File: src/rtl/tx_frame_gate.sv
module tx_frame_gate #(
  parameter int LVL_W = 10
) (
  input  logic             clk,
  input  logic             rst_n,
  input  logic             wr_valid,
  input  logic             wr_last,
  input  logic [LVL_W-1:0] fill_level,
  input  logic [LVL_W-1:0] thresh,
  input  logic             osf_en,
  input  logic             sf_mode,
  input  logic             rd_eof,
  input  logic             stat_done,
  output logic             fetch_ok,
  output logic             rd_go
);

  localparam logic [1:0] CAP = 2'd2;

  logic [1:0] res_q;
  logic [1:0] unread_q;
  logic       loading_q;

  wire eof_in  = wr_valid & wr_last;
  wire done_in = stat_done & (res_q != 2'd0);
  wire eof_out = rd_go & rd_eof & (unread_q != 2'd0);
  wire res_inc = eof_in & ((res_q != CAP) | done_in);
  wire unr_inc = eof_in & ((unread_q != CAP) | eof_out);
  wire thr_hit = !sf_mode && (fill_level > thresh);

  assign fetch_ok = loading_q || (res_q == 2'd0) || (osf_en && res_q == 2'd1);

  always_ff @(posedge clk) begin
    if (!rst_n) begin
      res_q     <= 2'd0;
      unread_q  <= 2'd0;
      loading_q <= 1'b0;
      rd_go     <= 1'b0;
    end else begin
      res_q    <= res_q + {1'b0, res_inc} - {1'b0, done_in};
      unread_q <= unread_q + {1'b0, unr_inc} - {1'b0, eof_out};
      if (wr_valid) loading_q <= !wr_last;
      if (rd_go) rd_go <= !rd_eof;
      else       rd_go <= (unread_q != 2'd0) || thr_hit;
    end
  end

  p_hold_r4: assert property (@(posedge clk) disable iff (!rst_n)
    rd_go && !rd_eof |=> rd_go);
  p_drop_r4: assert property (@(posedge clk) disable iff (!rst_n)
    rd_go && rd_eof |=> !rd_go);
  p_start_r3: assert property (@(posedge clk) disable iff (!rst_n)
    !rd_go && unread_q != 2'd0 |=> rd_go);
  p_sf_r9: assert property (@(posedge clk) disable iff (!rst_n)
    sf_mode && !rd_go && unread_q == 2'd0 && !eof_in |=> !rd_go);
  p_full_r5: assert property (@(posedge clk) disable iff (!rst_n)
    eof_in && res_q == 2'd1 && !stat_done |=> !fetch_ok);
  p_osfoff_r7: assert property (@(posedge clk) disable iff (!rst_n)
    eof_in && !done_in && !osf_en |=> !fetch_ok || osf_en);
  p_release_r8: assert property (@(posedge clk) disable iff (!rst_n)
    stat_done && res_q == 2'd1 && !wr_valid |=> fetch_ok);

endmodule

File: config.mk
export PLATFORM = sky130hd
export DESIGN_NAME = tx_frame_gate
export DESIGN_NICKNAME = d
export VERILOG_FILES = /design/src/rtl/tx_frame_gate.sv
export SDC_FILE = /design/constraint.sdc
export NUM_CORES = 1
export LEC_CHECK = 0
export CORE_AREA = 8 8 45 47
export CTS_CLUSTER_DIAMETER = 120
export DETAILED_ROUTE_END_ITERATION = 8
export DIE_AREA = 0 0 53 55
export DONT_BUFFER_PORTS = 1
export HOLD_SLACK_MARGIN = 0.06
export PLACE_DENSITY = 0.63
export SLEW_MARGIN = 30
export SYNTH_ARGS = -nofsm -noshare
export SYNTH_HDL_FRONTEND = slang
export SYNTH_SLANG_ARGS = --single-unit
File: constraint.sdc
create_clock -name clk -period 1.9 [get_ports clk]
set_input_delay 0.38 -clock clk [delete_from_list [all_inputs] [get_ports clk]]
set_output_delay 0.38 -clock clk [all_outputs]
set_load 0.01 [all_outputs]
==> results_tabular.tex <==
\begin{tabular}{lr}
\hline
Metric & Value \\
\hline
\multicolumn{2}{l}{\textbf{STA}} \\
\quad Top achievable clock speed & 757 MHz \\
\quad Post-route setup TNS & 0 ns \\
\quad Final worst-path cycle share & 0.695 \\
\quad Final Critical Period & 1.32 ns \\
\quad Final max-slew violation count & 0 \\
\quad Slew of the pin with the lowest slew margin & 0.248 ns \\
\quad Worst slew margin relative to its limit & 0.832 \\
\quad Setup clock skew after layout & 0.00288 ns \\
\quad Setup repair after global routing missed its margin & false \\
\quad Hold Vio Cnt, Final & 0 \\
\quad Setup Viol. Count Final & 0 \\
\multicolumn{2}{l}{\textbf{Setup path}} \\
\quad Sort of element at the start of the critical path & flop \\
\quad Critical path class & flop to flop \\
\quad Critical path endpoint category & flop \\
\quad Arrival time reported for the critical path endpoint & 1.49 ns \\
\quad Largest driver fanout on the critical path & 6 \\
\quad Data required time at the worst endpoint & 2.07 ns \\
\multicolumn{2}{l}{\textbf{Cells and area}} \\
\quad Final Net Count & 120 \\
\quad Area added between synthesis and finish & 7.07\% \\
\quad Fillcell total & 141 \\
\quad Diodes inserted & 0 \\
\quad Total area of multi-input combinational cells & 433 µm² \\
\quad Share of final-layout standard cells stronger than drive strength 1 & 0.0769 \\
\quad Area of all sequential standard cells & 120 µm² \\
\quad Final cell count without fillers & 94 \\
\multicolumn{2}{l}{\textbf{Synth}} \\
\quad Most area-consuming cells after synthesis & sky130\_fd\_sc\_hd\_\_ha\_1 25\%, sky130\_fd\_sc\_hd\_\_dfxtp\_1 20\%, sky130\_fd\_sc\_hd\_\_inv\_1 8.1\% \\
\quad Post-synthesis area per instance & 8.02 µm² \\
\quad Asr flop ratio synth & 0 \\
\quad Register bit count reported by yosys & 6 \\
\quad Post-synthesis instance area & 602 µm² \\
\quad Cell taking the most area after synthesis & sky130\_fd\_sc\_hd\_\_ha\_1 \\
\quad Most common cell in the netlist & sky130\_fd\_sc\_hd\_\_inv\_1 \\
\quad Count of cell types in the netlist & 28 \\
\quad Total nets after synthesis & 115 \\
\quad Top cells by instance count after synthesis & 13 x sky130\_fd\_sc\_hd\_\_inv\_1, 12 x sky130\_fd\_sc\_hd\_\_ha\_1, 6 x sky130\_fd\_sc\_hd\_\_a21oi\_1, 6 x sky130\_fd\_sc\_hd\_\_dfxtp\_1 \\
\quad Predominant post-synthesis flop cell & sky130\_fd\_sc\_hd\_\_dfxtp\_1 \\
\quad Post-synth EDFFs & 0 \\
\quad Share of Yosys cell area claimed by the top area cell type & 0.249 \\
\quad Post-synthesis sequential area ratio & 0.200 \\
\quad Cells after synthesis & 75 \\
\quad Yosys warning total & 0 \\
\multicolumn{2}{l}{\textbf{Die}} \\
\quad Std-Cell Core Area & 1380 µm² \\
\quad Vertical die dimension & 55 µm \\
\quad Number of standard-cell rows in the floorplan & 14 \\
\quad Initial cell density of the core & 0.435 \\
\quad Total Die Area & 2920 µm² \\
\quad IO Count & 30 \\
\quad Die boundary width & 53 µm \\
\multicolumn{2}{l}{\textbf{Clocking}} \\
\quad Number of buffers created by CTS & 3 \\
\quad TritonCTS clock tree & built \\
\quad Root buffer cell & sky130\_fd\_sc\_hd\_\_clkbuf\_4 \\
\quad CTS sink count & 6 \\
\quad Post-CTS setup buffer count & 0 \\
\quad Clock-pin slew on the worst setup and hold paths & 0.04 ns \\
\quad H-tree lvl count & 1 \\
\quad Clock tree buffer depth & 2 \\
\quad Latest clock arrival within the worst-skew pair & 0.24 ns \\
\quad Total of hold buffers inserted after clock tree synthesis & 0 \\
\quad Count of cells resized by post-cts repair & 0 \\
\multicolumn{2}{l}{\textbf{Pwr}} \\
\quad IR Drop Worst-Case VDD & 248 µV \\
\quad Final total power & 0.000383 W \\
\quad PD cells & 594 nW/µm² \\
\quad Cell leakage power & 0.319 nW \\
\multicolumn{2}{l}{\textbf{Placement}} \\
\quad Number of instances in the placed design & 91 \\
\quad Total half-perimeter wirelength after legalization and detailed placement & 1.12 mm \\
\quad Weighted congestion reported at the end of routability-driven placement & 0.722 \\
\quad Count of port buffers added during placement & 0 \\
\multicolumn{2}{l}{\textbf{Detailed routing}} \\
\quad Routed length per instance & 13.2 µm \\
\quad Sum of routed wire length over all layers & 1.24 mm \\
\quad Iteration-0 DRC count of the detailed router & 3 \\
\quad Vias post-DR & 541 \\
\quad DR DRC count & 0 \\
\quad Vias/cell & 5.76 \\
\quad Routed Antenna Nets & 0 \\
\quad Total iterations of the first detailed-routing run & 3 \\
\multicolumn{2}{l}{\textbf{Global routing}} \\
\quad Wire length of the first global-routing pass & 2.08 mm \\
\quad Total GRT Usage & 0.0957 \\
\quad Via count of the first global-routing pass & 583 \\
\quad Initial antenna violation count & 0 \\
\quad Largest net degree at the start of global routing & 8 \\
\quad GRT overflow & 0 \\
\multicolumn{2}{l}{\textbf{Run status}} \\
\quad Run status & complete, no violations \\
\multicolumn{2}{l}{\textbf{Job}} \\
\quad Max-capacitance violation count & 0 \\
\multicolumn{2}{l}{\textbf{Worst hold path}} \\
\quad Kind of path behind the tightest hold check & input pin to flop \\
\hline
\end{tabular}
==> sequential cells by signal, indices dropped and copies added, names as in the netlist <==
register,count
rd_go,1
res_q,2
loading_q,1
unread_q,2
==> layout by cell type (no fill, tap or decap), drive strengths merged, types with 2 or more instances in the layout <==
cell type	netlist	layout
nor3	2	2
nand2	4	4
a211oi	3	3
ha	12	12
inv	13	13
o21ai	3	3
nand3	2	2
nand4	2	2
xnor2	2	2
dfxtp	6	6
nor2	3	3
a21oi	6	6
and2	3	3
clkbuf	0	3
==> cell type report <==
cell class	count	share of cell area
well taps	16	0.0311
clock buffers	3	0.0350
flip-flops and latches	6	0.186
multi-input cells	56	0.672
inverters	13	0.0757
==> routing by layer <==
layer | vias up | wire length (µm) | global-route usage
met5 | - | 0 | 0
met3 | 3 | 177 | 0.0561
met4 | 0 | 17 | 0.0517
met1 | 239 | 476 | 0.0791
li1 | 272 | - | -
met2 | 27 | 571 | 0.176
==> cell families (layout without fill, tap and decap cells) <==
family,Yosys count,after routing,share of synthesized area
compound gates,18,18,0.191
xor+xnor,3,3,0.0437
fa+ha+maj,12,12,0.249
buf+inv,13,16,0.0811
flops,6,6,0.200
mux,1,1,0.0166
simple gates,22,22,0.218
==> final timing paths <==
kind	start	endpoint	cells past startpoint	slack, ns
setup / recovery	rd_go	unread_q[1]	6	0.58
hold / removal	wr_valid	loading_q	1	0.22
setup reg to reg	rd_go	unread_q[1]	6	0.58
hold reg to reg	loading_q	loading_q	2	0.53
==> where the power goes <==
part / internal (W) / total (W) / switching [W]
registers: 0.000141 / 0.000159 / 0.0000174
logic: 0.0000563 / 0.000109 / 0.0000528
clock network: 0.0000713 / 0.000115 / 0.0000436
==> through the flow <==
step	cell area (µm²)	hold WS (ns)	setup slack (ns)	utilization
finish	644	0.224	0.579	0.466
global route	644	0.221	0.441	0.466
CTS	644	0.219	0.558	0.466
detailed placement	622	0.478	0.414	0.449
global placement	622	0.474	0.436	0.449
floorplan	602	0.469	0.482	-
==> critical path, stage by stage (launching register included) <==
cell and delay, ns:
sky130_fd_sc_hd__dfxtp_1 0.46, sky130_fd_sc_hd__nand3_1 0.11, sky130_fd_sc_hd__o22ai_1 0.14, sky130_fd_sc_hd__a21oi_1 0.06, sky130_fd_sc_hd__ha_1 0.19, sky130_fd_sc_hd__and3_4 0.15, sky130_fd_sc_hd__nor3b_2 0.14
(Power assumes the default switching activity.)
